### src/rtl/spi_seq_pkg.sv
package spi_seq_pkg;

    localparam int WORD_W   = 8;
    localparam int DIV_W    = 4;
    localparam int GAP_W    = 4;
    localparam int BUS_LAT  = 1;
    localparam int PCLK_LAT = 6;
    localparam int START_LAT = BUS_LAT + PCLK_LAT;

    typedef enum logic [1:0] {
        ST_IDLE,
        ST_START,
        ST_SHIFT,
        ST_GAP
    } seq_state_t;

    // Commands from the sequencer to the datapath
    typedef struct packed {
        logic load;    // take a new word from the queue
        logic shift;   // advance the output after a falling edge
        logic sample;  // capture MISO at a rising edge
    } shift_cmd_t;

    // Index of the last half period in a gap of g whole SCLK periods
    function automatic logic [GAP_W:0] gap_last(input logic [GAP_W-1:0] g);
        return {g, 1'b0} - 1'b1;
    endfunction

endpackage

### src/rtl/spi_seq_halfdiv.sv
module spi_seq_halfdiv #(
    parameter int DIV_W = spi_seq_pkg::DIV_W
) (
    input  logic             clk,
    input  logic             rst,
    input  logic             run,
    input  logic [DIV_W-1:0] div,
    output logic             tick
);
    logic [DIV_W-1:0] hcnt;

    assign tick = run && (hcnt == div);

    always_ff @(posedge clk) begin
        if (rst || !run || tick) hcnt <= '0;
        else                     hcnt <= hcnt + 1'b1;
    end

    // the half-period counter never passes the programmed limit
    a_r3_half_bound: assert property (@(posedge clk) disable iff (rst)
        (run && $stable(div)) |-> (hcnt <= div));

endmodule

### src/rtl/spi_seq_shifter.sv
module spi_seq_shifter
    import spi_seq_pkg::*;
#(
    parameter int W = spi_seq_pkg::WORD_W
) (
    input  logic         clk,
    input  logic         rst,
    input  shift_cmd_t   cmd,
    input  logic [W-1:0] load_word,
    input  logic         miso,
    output logic         mosi,
    output logic [W-1:0] rx_word
);
    logic [W-1:0] tx_sr;
    logic [W-1:0] rx_sr;
    logic         skew_q;

    always_ff @(posedge clk) begin
        if (rst) begin
            tx_sr  <= '0;
            skew_q <= 1'b0;
        end else if (cmd.load) begin
            skew_q <= load_word[W-1];
            tx_sr  <= load_word << 1;
        end else if (cmd.shift) begin
            skew_q <= tx_sr[W-1];
            tx_sr  <= tx_sr << 1;
        end
    end

    always_ff @(posedge clk) begin
        if (rst)             rx_sr <= '0;
        else if (cmd.sample) rx_sr <= {rx_sr[W-2:0], miso};
    end

    assign mosi    = skew_q;
    assign rx_word = {rx_sr[W-2:0], miso};

    // a loaded word presents its MSB first
    a_r4_load_msb: assert property (@(posedge clk) disable iff (rst)
        cmd.load |=> (mosi == $past(load_word[W-1])));
    // load and shift never compete
    a_r4_cmd_excl: assert property (@(posedge clk) disable iff (rst)
        $onehot0({cmd.load, cmd.shift}));

endmodule

### src/rtl/spi_seq_top.sv
module spi_seq_top
    import spi_seq_pkg::*;
#(
    parameter int WORD_W    = spi_seq_pkg::WORD_W,
    parameter int DIV_W     = spi_seq_pkg::DIV_W,
    parameter int GAP_W     = spi_seq_pkg::GAP_W,
    parameter int START_LAT = spi_seq_pkg::START_LAT
) (
    input  logic              clk,
    input  logic              rst,
    input  logic [DIV_W-1:0]  cfg_div,
    input  logic [GAP_W-1:0]  cfg_gap,
    input  logic              tx_valid,
    input  logic [WORD_W-1:0] tx_data,
    output logic              tx_pop,
    output logic              rx_push,
    output logic [WORD_W-1:0] rx_data,
    output logic              sclk,
    output logic              mosi,
    input  logic              miso,
    output logic              ss_n,
    output logic              busy
);
    localparam int BIT_W   = $clog2(WORD_W + 1);
    localparam int LAT_W   = $clog2(START_LAT + 1);
    localparam int CNT_W   = (GAP_W + 1 > LAT_W) ? GAP_W + 1 : LAT_W;
    localparam logic [BIT_W-1:0] LAST_BIT = BIT_W'(WORD_W);
    localparam logic [BIT_W-1:0] PUSH_BIT = BIT_W'(WORD_W - 1);
    localparam logic [CNT_W-1:0] LAT_END  = CNT_W'(START_LAT - 1);

    seq_state_t       st;
    logic [CNT_W-1:0] cnt;
    logic [BIT_W-1:0] bitcnt;
    logic             ph;

    logic       run, tick;
    logic       rise_ev, fall_ev, last_bit, final_ev;
    logic       start_done, gap_done, fetch;
    shift_cmd_t cmd;

    assign run = (st == ST_SHIFT) || (st == ST_GAP);

    spi_seq_halfdiv #(.DIV_W(DIV_W)) u_div (
        .clk  (clk),
        .rst  (rst),
        .run  (run),
        .div  (cfg_div),
        .tick (tick)
    );

    always_comb begin
        rise_ev    = (st == ST_SHIFT) && tick && !ph;
        fall_ev    = (st == ST_SHIFT) && tick &&  ph;
        last_bit   = (bitcnt == LAST_BIT);
        final_ev   = fall_ev && last_bit;
        start_done = (st == ST_START) && (cnt == LAT_END);
        gap_done   = (st == ST_GAP) && tick &&
                     (cnt == CNT_W'(gap_last(cfg_gap)));
        fetch      = tx_valid &&
                     (start_done || gap_done || (final_ev && cfg_gap == '0));
        cmd.load   = fetch;
        cmd.shift  = fall_ev && !last_bit;
        cmd.sample = rise_ev;
    end

    spi_seq_shifter #(.W(WORD_W)) u_shift (
        .clk       (clk),
        .rst       (rst),
        .cmd       (cmd),
        .load_word (tx_data),
        .miso      (miso),
        .mosi      (mosi),
        .rx_word   (rx_data)
    );

    always_ff @(posedge clk) begin
        if (rst) begin
            st     <= ST_IDLE;
            cnt    <= '0;
            bitcnt <= '0;
            ph     <= 1'b0;
        end else begin
            unique case (st)
                ST_IDLE: begin
                    if (tx_valid) begin
                        st  <= ST_START;
                        cnt <= '0;
                    end
                end
                ST_START: begin
                    cnt <= cnt + 1'b1;
                    if (start_done) begin
                        st     <= tx_valid ? ST_SHIFT : ST_IDLE;
                        ph     <= 1'b0;
                        bitcnt <= '0;
                    end
                end
                ST_SHIFT: begin
                    if (rise_ev) begin
                        ph     <= 1'b1;
                        bitcnt <= bitcnt + 1'b1;
                    end
                    if (fall_ev) begin
                        ph <= 1'b0;
                        if (last_bit) begin
                            bitcnt <= '0;
                            if (!tx_valid) begin
                                st <= ST_IDLE;
                            end else if (cfg_gap != '0) begin
                                st  <= ST_GAP;
                                cnt <= '0;
                            end
                        end
                    end
                end
                ST_GAP: begin
                    if (tick) begin
                        cnt <= cnt + 1'b1;
                        if (gap_done) st <= tx_valid ? ST_SHIFT : ST_IDLE;
                    end
                end
                default: st <= ST_IDLE;
            endcase
        end
    end

    assign tx_pop  = fetch;
    assign rx_push = rise_ev && (bitcnt == PUSH_BIT);
    assign sclk    = (st == ST_SHIFT) && ph;
    assign ss_n    = (st == ST_IDLE);
    assign busy    = (st != ST_IDLE);

    // the queue is popped only when it holds a word
    a_r7_pop_needs_valid: assert property (@(posedge clk) disable iff (rst)
        tx_pop |-> tx_valid);
    // select is released only after an empty queue at the final edge
    a_r8_release_empty: assert property (@(posedge clk) disable iff (rst)
        $rose(ss_n) |-> !$past(tx_valid));
    // the push strobe precedes the 8th rising edge
    a_r5_push_then_rise: assert property (@(posedge clk) disable iff (rst)
        rx_push |=> $rose(sclk));
    // MOSI holds while SCLK is high
    a_r4_mosi_hold: assert property (@(posedge clk) disable iff (rst)
        sclk |-> $stable(mosi));
    // select falls with the clock low and before any fetch
    a_r2_select_first: assert property (@(posedge clk) disable iff (rst)
        $fell(ss_n) |-> (!sclk && !tx_pop));

endmodule

### config.mk
export PLATFORM = sky130hd
export DESIGN_NAME = spi_seq_top
export DESIGN_NICKNAME = d
export VERILOG_FILES = /design/src/rtl/spi_seq_pkg.sv /design/src/rtl/spi_seq_halfdiv.sv /design/src/rtl/spi_seq_shifter.sv /design/src/rtl/spi_seq_top.sv
export SDC_FILE = /design/constraint.sdc
export NUM_CORES = 1
export LEC_CHECK = 0
export ABC_CLOCK_PERIOD_IN_PS = 3100
export BUFFER_PORTS_ARGS = -buffer_cell sky130_fd_sc_hd__buf_2
export CAP_MARGIN = 30
export CORE_ASPECT_RATIO = 0.8
export CORE_MARGIN = 2
export CORE_UTILIZATION = 50
export CTS_CLUSTER_DIAMETER = 40
export DETAILED_ROUTE_END_ITERATION = 7
export GPL_ROUTABILITY_DRIVEN = 0
export PLACE_DENSITY = 0.79
export RECOVER_POWER = 25
export SYNTH_ARGS = -nofsm -noshare
export SYNTH_HDL_FRONTEND = slang
export SYNTH_HIERARCHICAL = 1
export SYNTH_SLANG_ARGS = --single-unit
export TNS_END_PERCENT = 100
### constraint.sdc
create_clock -name clk -period 3.1 [get_ports clk]
set_input_delay 0.465 -clock clk [delete_from_list [all_inputs] [get_ports clk]]
set_output_delay 0.465 -clock clk [all_outputs]
set_load 0.02 [all_outputs]
==> results of run 1 <==
layout make-up:
type | instances | area share (%)
Multi-Input combinational cell | 141 | 51.3
Inverter | 11 | 2.00
Tap cell | 42 | 2.54
Clock inverter | 1 | 0.242
Clock buffer | 6 | 4.00
Sequential cell | 31 | 30.0
Timing Repair Buffer | 40 | 9.93
stage by stage:
stage | total power, µW | hold WS [ns] | utilization [%]
after floorplan | 469 | 0.444 | -
after global placement | 495 | 0.467 | 58.2
after CTS | 807 | 0.439 | 60.7
after global routing | 835 | 0.437 | 60.4
after detailed placement | 496 | 0.473 | 58.2
final | 802 | 0.445 | 60.4
Yosys cell counts, types with 3 or more instances:
master	instances
nand2_1	8
nor2_1	12
a211oi_1	11
o21ai_0	3
xnor2_1	7
nand3b_1	5
mux2i_1	17
nand2b_1	7
nor2b_1	9
nand3_1	9
clkbuf_1	3
inv_1	11
dfxtp_1	31
ha_1	7
a21oi_1	6
cell families (layout without fill, tap and decap cells):
group | after synthesis | count (layout)
AND/OR/NAND/NOR | 69 | 69
AO/OA/AOI/OAI | 39 | 39
flip-flops | 31 | 31
buffers and inverters | 20 | 58
multiplexers | 17 | 17
XOR/XNOR | 9 | 9
adder cells (fa/ha/maj) | 7 | 7
state kept, by name, indices dropped and copies added, names as in the netlist:
name,cells
bitcnt,4
cnt,5
ph,1
st,2
u_div/hcnt,4
u_shift/mosi,1
u_shift/rx_sr,7
u_shift/tx_sr,7
layer usage:
layer | vias up | wire length [µm] | track usage [%]
li1 | 766 | - | -
met5 | - | 0 | 0
met4 | 0 | 18 | 5.66
met3 | 2 | 177 | 4.24
met2 | 34 | 1540 | 26.0
met1 | 660 | 1850 | 27.6
power breakdown:
group / switching [µW] / internal (µW) / leakage, µW / total (µW)
logic: 40.6 / 33.0 / 0.000448 / 73.6
registers: 10.1 / 403 / 0.000250 / 413
clock network: 141 / 174 / 0.0000470 / 315
critical path: stages, from the launching register on:
cell and delay, ns:
dfxtp_1 0.33, xor2_1 0.17, a2111oi_4 0.29, and2_1 0.19, nand4_1 0.09, or3_1 0.36, nor3_1 0.32, o21a_1 0.23
buf_2 0.17
how the worst min path moves through the flow:
stage	depth (start not counted)	endpoint	from	slack, ns
2_1_floorplan	1	u_div/hcnt[0]$_SDFF_PP0_	u_div/hcnt[0]$_SDFF_PP0_	0.44
3_3_place_gp	1	u_div/hcnt[0]$_SDFF_PP0_	u_div/hcnt[0]$_SDFF_PP0_	0.47
3_5_place_dp	1	u_div/hcnt[0]$_SDFF_PP0_	u_div/hcnt[0]$_SDFF_PP0_	0.47
4_1_cts	3	u_shift/tx_sr[1]$_SDFFE_PP0P_	tx_data[0]	0.44
5_1_grt	3	u_shift/tx_sr[1]$_SDFFE_PP0P_	tx_data[0]	0.44
6_report	3	u_shift/tx_sr[1]$_SDFFE_PP0P_	tx_data[0]	0.45
==> run summary, run 1 <==
Antenna-violating nets left: 0
Status: finished clean
Commonest non-fill, non-tap cell in the layout: dfxtp_1
Mux share of post-synthesis cell area: 9.56%
# DRC: 0
DR WL/cell: 13.2 µm
Area share of the largest cell type after synthesis: 34.9%
First-pass GRT wire length: 5900 µm
Worst slew margin: 58.5%
Worst EP required: 2.63 ns
RR Startpoint: u_div/hcnt[2]$_SDFF_PP0_
CTS Root Buffer Type: clkbuf_8
Non-Filler Instances: 272
Pre-CTS setup slack: 0.220 ns
RSZ-0062 raised after global routing: false
Number of global-route vias before repair: 1,269
Ports: 34
Critical Path Sink Type: primary output
Post-Synth Simple-Gate Area: 23.5%
Post-cts resize count: 0
Syn nets: 219
Async SR Flop Fraction: 0%
Main combinational cell family by area after synthesis: simple AND/OR/NAND/NOR gates
Mapped Cells: 192
Final setup viols: 0
Fraction of layout cells with a size suffix above 1: 21.3%
CP Data Arrival Time: 2.44 ns
Setup crit end: tx_pop
Fin. max-slew vios: 0
Post-route design area: 2070 µm²
Final hold vios: 0
Library cell with the largest summed area after synthesis: dfxtp_1
Core Area: 3420 µm²
Max VDD drop: 295 µV
# rows: 19
Post-Syn Area per Cell: 9.27 µm²
Antenna Cells: 0
Clk_skew: 0.00305 ns
Total track usage: 18.4%
FF+latch count, synth: 31
DR pass1 iterations: 4
Register area: 621 µm²
Layout Nets: 257
Leakage: 0.000745 µW
FF-to-FF path depth: 10
CTS tree: done
Yosys warns: 6
Dpl hpwl: 2570 µm
Startpoint types: flop
Die Ht: 57.4 µm
CTS clk-pin slew, worst paths: 0.06 ns
Top_reg_cell synth: dfxtp_1
Most frequent cells in the layout: 31 x dfxtp_1, 26 x buf_2, 17 x mux2i_1
Pwr Density: 388 nW/µm²
Port Buffer Count: 33
Cts bufs inserted: 5
Post-Synth Adder-Cell Area: 4.92%
Die W: 70.7 µm
Die ar.: 4060 µm²
Hold_buf cts: 0
Area delta synth->final: 16.1%
DR vias/cell: 5.38
Routed wire length: 3580 µm
Crit path time final: 2.90 ns
CTS H-tree depth: 2
Critical Path Source: u_div/hcnt[2]$_SDFF_PP0_
Via count: 1,462
Largest net degree at the start of global routing: 29
Number of library cell types mapped by synthesis: 49
Post-CTS setup buffers: 0
PnR worst setup slack: 0.200 ns
DP Area: 1990 µm²
Crit-path max FO: 3
Initial DRC Count: 65
Post-synth EDFFs: 0
Worst reg2reg endpoint: u_shift/tx_sr[7]$_SDFFE_PP0P_
Worst-skew pair later-pin latency: 0.27 ns
Placed Cells: 265
Max-cap viol count: 0
Setup CP Type: flop to primary output
Synth area leaders: dfxtp_1 35%, mux2i_1 9.6%, ha_1 4.9%
Least-Margin Pin Slew: 0.621 ns
Post-Syn Area: 1780 µm²
GRT Residual Overflow: 0
Tcrit/Tclk final: 93.6%
Starting Density: 52.0%
Setup TNS Final: 0 ns
Seq/Total Area, Yosys: 34.9%
Compound-cell area share of the yosys netlist: 17.1%
# fillers: 310
Multi-input logic area: 1060 µm²
Initial antenna violation count: 0
Hold Path Class: primary input to flop
Max Root-Sink Buffers: 2
Xor/xnor share of the synthesized area: 4.43%
R2R setup slack: 0.51 ns
Fmax: 0.345 GHz
CTS Sinks: 31
Note: power is estimated with default switching activity, not from simulation.
==> run 2: changes to the inputs <==
==> constraint.sdc (replaced) <==
create_clock -name clk -period 3.1 [get_ports clk]
set_input_delay 0.775 -clock clk [delete_from_list [all_inputs] [get_ports clk]]
set_output_delay 0.775 -clock clk [all_outputs]
set_load 0.02 [all_outputs]
==> run summary, run 2 (synthesis results as in run 1) <==
Die ar.: 4060 µm²
Antenna Cells: 0
Worst reg2reg endpoint: u_shift/tx_sr[7]$_SDFFE_PP0P_
Critical Path Sink Type: primary output
Commonest non-fill, non-tap cell in the layout: dfxtp_1
# rows: 19
Setup CP Type: primary input to primary output
CTS clk-pin slew, worst paths: 0.07 ns
DR WL/cell: 13.3 µm
Antenna-violating nets left: 0
Initial DRC Count: 95
Largest net degree at the start of global routing: 29
Layout Nets: 263
FF-to-FF path depth: 11
Fraction of layout cells with a size suffix above 1: 29.1%
CTS Root Buffer Type: clkbuf_8
Most frequent cells in the layout: 31 x dfxtp_1, 30 x buf_2, 17 x mux2i_1
WHS: 0.481 ns
# fillers: 305
DP Area: 2020 µm²
PnR worst setup slack: -0.156 ns
Pwr Density: 389 nW/µm²
Status: finished with violations
CP Data Arrival Time: 2.48 ns
Critical Path Source: cfg_div[3]
Least-Margin Pin Slew: 0.557 ns
Total track usage: 19.8%
Die Ht: 57.4 µm
Max-cap viol count: 0
Fin. max-slew vios: 0
Hold Path Class: flop to flop
Post-route design area: 2180 µm²
Leakage: 0.000825 µW
Final setup viols: 2
Ports: 34
Max Root-Sink Buffers: 2
Routed wire length: 3720 µm
Die W: 70.7 µm
RSZ-0062 raised after global routing: true
R2R setup slack: 0.56 ns
Crit-path max FO: 2
Failing checks: setup timing
Dpl hpwl: 2560 µm
Tcrit/Tclk final: 105%
Worst EP required: 2.32 ns
Crit path time final: 3.26 ns
Area delta synth->final: 22.5%
Final Core Density: 63.7%
Port Buffer Count: 33
DR pass1 iterations: 4
Setup crit end: tx_pop
Core Area: 3420 µm²
Biggest regs: u_shift/rx_sr (7), u_shift/tx_sr (7), cnt (5)
Initial antenna violation count: 0
First-pass GRT wire length: 6280 µm
Fmax: 0.307 GHz
Hold_buf cts: 0
Max VDD drop: 269 µV
CTS tree: done
Final hold vios: 0
RR Startpoint: u_div/hcnt[3]$_SDFF_PP0_
Via count: 1,536
Clk_skew: 0.00774 ns
CTS Sinks: 31
Cts bufs inserted: 5
Startpoint types: primary input
Worst slew margin: 62.9%
Starting Density: 52.0%
GRT Residual Overflow: 0
CTS H-tree depth: 2
Setup TNS Final: -0.210 ns
Number of global-route vias before repair: 1,427
DR vias/cell: 5.51
# DRC: 0
Worst-skew pair later-pin latency: 0.29 ns
## run 2: worst min-delay path by stage
stage          slack (ns)                startpoint  cells after the start                  endpoint
3_3_place_gp         0.47  u_div/hcnt[0]$_SDFF_PP0_                      1  u_div/hcnt[0]$_SDFF_PP0_
3_5_place_dp         0.47  u_div/hcnt[0]$_SDFF_PP0_                      1  u_div/hcnt[0]$_SDFF_PP0_
6_report             0.48  u_div/hcnt[0]$_SDFF_PP0_                      1  u_div/hcnt[0]$_SDFF_PP0_
5_1_grt              0.52  u_div/hcnt[0]$_SDFF_PP0_                      1  u_div/hcnt[0]$_SDFF_PP0_
4_1_cts              0.48  u_div/hcnt[0]$_SDFF_PP0_                      1  u_div/hcnt[0]$_SDFF_PP0_
2_1_floorplan        0.44  u_div/hcnt[0]$_SDFF_PP0_                      1  u_div/hcnt[0]$_SDFF_PP0_
## run 2: critical path, cell delays in order
cell and delay [ns]:
buf_6 0.09, nor2b_4 0.12, a2111oi_4 0.34, and2_4 0.21, nand4_1 0.08, or3_1 0.34, nor3_2 0.22, o21a_2 0.18
buf_6 0.12
## run 2: cell type report
class / instances / area (µm²) / share of cell area [%]
Inverter: 11 / 41.3 / 1.89
Multi-Input combinational cell: 141 / 1080 / 49.6
Clock inverter: 1 / 7.51 / 0.344
Sequential cell: 31 / 621 / 28.5
Tap cell: 42 / 52.6 / 2.41
Timing Repair Buffer: 46 / 282 / 12.9
Clock buffer: 7 / 96.3 / 4.42
## run 2: what timing repair did
item / in CTS / in global routing
pin swaps: 1 / 7
hold endpoints to repair: 0 / 0
setup buffers: 1 / 3
gates resized for setup: 5 / 2
setup endpoints to repair: 2 / 2
## run 2: metal layers
layer	vias to the layer above	track usage, %	share of wire [%]
met1	708	26.4	49
met4	0	6.47	1.4
met2	49	30.2	43
met3	5	6.71	6.4
li1	774	-	-
met5	-	0	0
## run 2: per-stage QoR
stage | std cells | total power, µW | worst slack (ns)
6_report | 279 | 849 | -0.156
5_1_grt | 279 | 885 | -0.233
4_1_cts | 276 | 857 | -0.170
3_5_place_dp | 267 | 497 | -0.223
3_3_place_gp | 267 | 497 | -0.176
2_1_floorplan | 192 | 469 | -0.0709
## run 2: power breakdown
group / internal, µW / total, µW / switching (µW)
combinational: 34.9 / 77.9 / 43.0
clock: 202 / 359 / 157
sequential: 403 / 413 / 9.80
==> run 3: changes to the inputs <==
- ABC_AREA: unset -> 1
- CORE_UTILIZATION: 50 -> 55
- PLACE_DENSITY: 0.79 -> 0.85
==> run summary, run 3 <==
Clk_skew: 0.00307 ns
Final hold vios: 0
Setup TNS Final: 0 ns
Area delta synth->final: 13.9%
Seq/Total Area, Yosys: 32.7%
Largest net degree at the start of global routing: 16
Synth area leaders: dfxtp_1 33%, nand2_1 14%, inv_1 8.1%
Ports: 34
Total track usage: 20.7%
Worst Path Buf+Inv: 5
Fmax: 0.342 GHz
Top-count cell post-synth: nand2_1
FF-to-FF path depth: 16
Cts bufs inserted: 5
Dpl hpwl: 2930 µm
Yosys warns: 6
Routed wire length: 3840 µm
CTS tree: done
CTS Root Buffer Type: clkbuf_8
Die W: 69.6 µm
GRT Residual Overflow: 0
Worst EP required: 2.32 ns
Worst slew margin: 73.7%
Global route hottest layer: met2
Starting Density: 56.2%
Mapped Cells: 286
Post-synth EDFFs: 0
Max Root-Sink Buffers: 2
Least-Margin Pin Slew: 0.390 ns
Layout Nets: 349
Worst-path cell chain: buf_2, xnor2_1, nand3_2, inv_1, clkbuf_1, nand3_4, inv_1, nand3_1, nor2_1, buf_2
Hold Path Class: flop to flop
CP Data Arrival Time: 2.15 ns
Antenna-violating nets left: 0
Die ar.: 3940 µm²
DR WL/cell: 10.5 µm
Fin. max-slew vios: 0
Top_reg_cell synth: dfxtp_1
WHS Path Cells: 2
Fraction of layout cells with a size suffix above 1: 19.2%
Cell count along the critical path: 10
Startpoint types: primary input
Antenna Cells: 0
Met2 Resource Use GR: 33.2%
Via count: 1,805
CTS Sinks: 31
CTS clk-pin slew, worst paths: 0.06 ns
Port Buffer Count: 33
Area share of the largest cell type after synthesis: 32.7%
Slowest CP cell: clkbuf_1
Crit path time final: 2.92 ns
Number of library cell types mapped by synthesis: 34
Library cell with the largest summed area after synthesis: dfxtp_1
Pwr Density: 509 nW/µm²
Biggest regs: u_shift/rx_sr (7), u_shift/tx_sr (7), cnt (5)
Synth top cells by count: 73 x nand2_1, 41 x inv_1, 37 x nor2_1, 31 x dfxtp_1, 24 x nand3_1
WHS: 0.469 ns
Critical Path Sink Type: primary output
# rows: 19
Commonest non-fill, non-tap cell in the layout: nand2_1
Setup CP Type: primary input to primary output
Status: finished clean
Syn nets: 313
First-pass GRT wire length: 6620 µm
CP top delay family: buffers and inverters
Initial antenna violation count: 0
GR met3 Demand/Resource: 6.64%
Power, Total: 1100 µW
FF+latch count, synth: 31
Post-Syn Area: 1900 µm²
CTS H-tree depth: 2
Initial DRC Count: 80
Leakage: 0.00108 µW
# DRC: 0
Post-Syn Area per Cell: 6.63 µm²
Max VDD drop: 273 µV
# fillers: 306
Die Ht: 56.5 µm
DR vias/cell: 4.95
DR pass1 iterations: 4
Tcrit/Tclk final: 94.3%
Final setup viols: 0
Core Area: 3380 µm²
Met1 usage: 26.5%
Number of global-route vias before repair: 1,620
Async SR Flop Fraction: 0%
Max-cap viol count: 0
Crit-path max FO: 7
Largest stage delay on the critical path: 0.24 ns
Most frequent cells in the layout: 74 x nand2_1, 41 x inv_1, 37 x nor2_1
RSZ-0062 raised after global routing: false
Worst-skew pair later-pin latency: 0.28 ns
run 3: cell type report:
type	count	area, µm²	area share (%)
Clock buffer	5	68.8	3.19
Clock inverter	3	15.0	0.696
Inverter	45	171	7.94
Multi-Input combinational cell	202	1050	48.5
Sequential cell	31	621	28.8
Tap cell	42	52.6	2.43
Timing Repair Buffer	37	184	8.52
run 3: worst register-to-register path, cell delays in order (launching register included):
cell     delay (ns)
dfxtp_1        0.48
nand2_1        0.11
nor2_2         0.12
nand3_2        0.07
inv_1          0.08
nand2_1        0.05
nor2_1         0.10
nand3_1        0.10
nor2_1         0.09
nand2_1        0.10
a31oi_2        0.17
buf_4          0.23
inv_2          0.10
nand3_1        0.09
nand3_1        0.07
nand2_1        0.06
inv_1          0.04
run 3: logic make-up after synthesis:
group / count (synthesis) / synth area share, %
simple gates: 159 / 39.0
compound gates: 30 / 8.58
fa+ha+maj: 7 / 4.62
flops: 31 / 32.7
xor+xnor: 6 / 2.77
buf+inv: 53 / 12.3
run 3: layer usage:
layer,vias to the layer above,part of all wire (%)
met4,0,1.3
met2,30,45
li1,962,-
met1,807,49
met3,6,4.0
met5,-,0
run 3: power by group:
part	internal, µW	total (µW)	switching, µW
registers	421	460	39.1
logic	117	339	222
clock network	153	300	147
run 3: timing repair:
action	in CTS	in global routing
buffers inserted	0	0
hold buffers	0	0
endpoints found under the setup margin	0	1
resized for setup	0	1
run 3: path summary, 6_finish.rpt:
kind	from	slack (ns)	to
worst max-delay path	cfg_div[2]	0.18	rx_push
worst min-delay path	u_shift/tx_sr[7]$_SDFFE_PP0P_	0.47	u_shift/tx_sr[7]$_SDFFE_PP0P_
worst max register to register	st[1]$_SDFFE_PP0P_	0.93	u_shift/tx_sr[5]$_SDFFE_PP0P_
worst min register to register	u_shift/tx_sr[7]$_SDFFE_PP0P_	0.47	u_shift/tx_sr[7]$_SDFFE_PP0P_
run 3: through the flow:
step / cell area [µm²] / util [%] / setup slack [ns] / instances
floorplan: 1900 / - / 0.282 / 286
finish: 2160 / 63.9 / 0.177 / 365
CTS: 2170 / 64.2 / 0.138 / 365
global route: 2160 / 63.9 / 0.0568 / 365
detailed placement: 2080 / 61.7 / 0.146 / 357
global placement: 2080 / 61.7 / 0.234 / 357
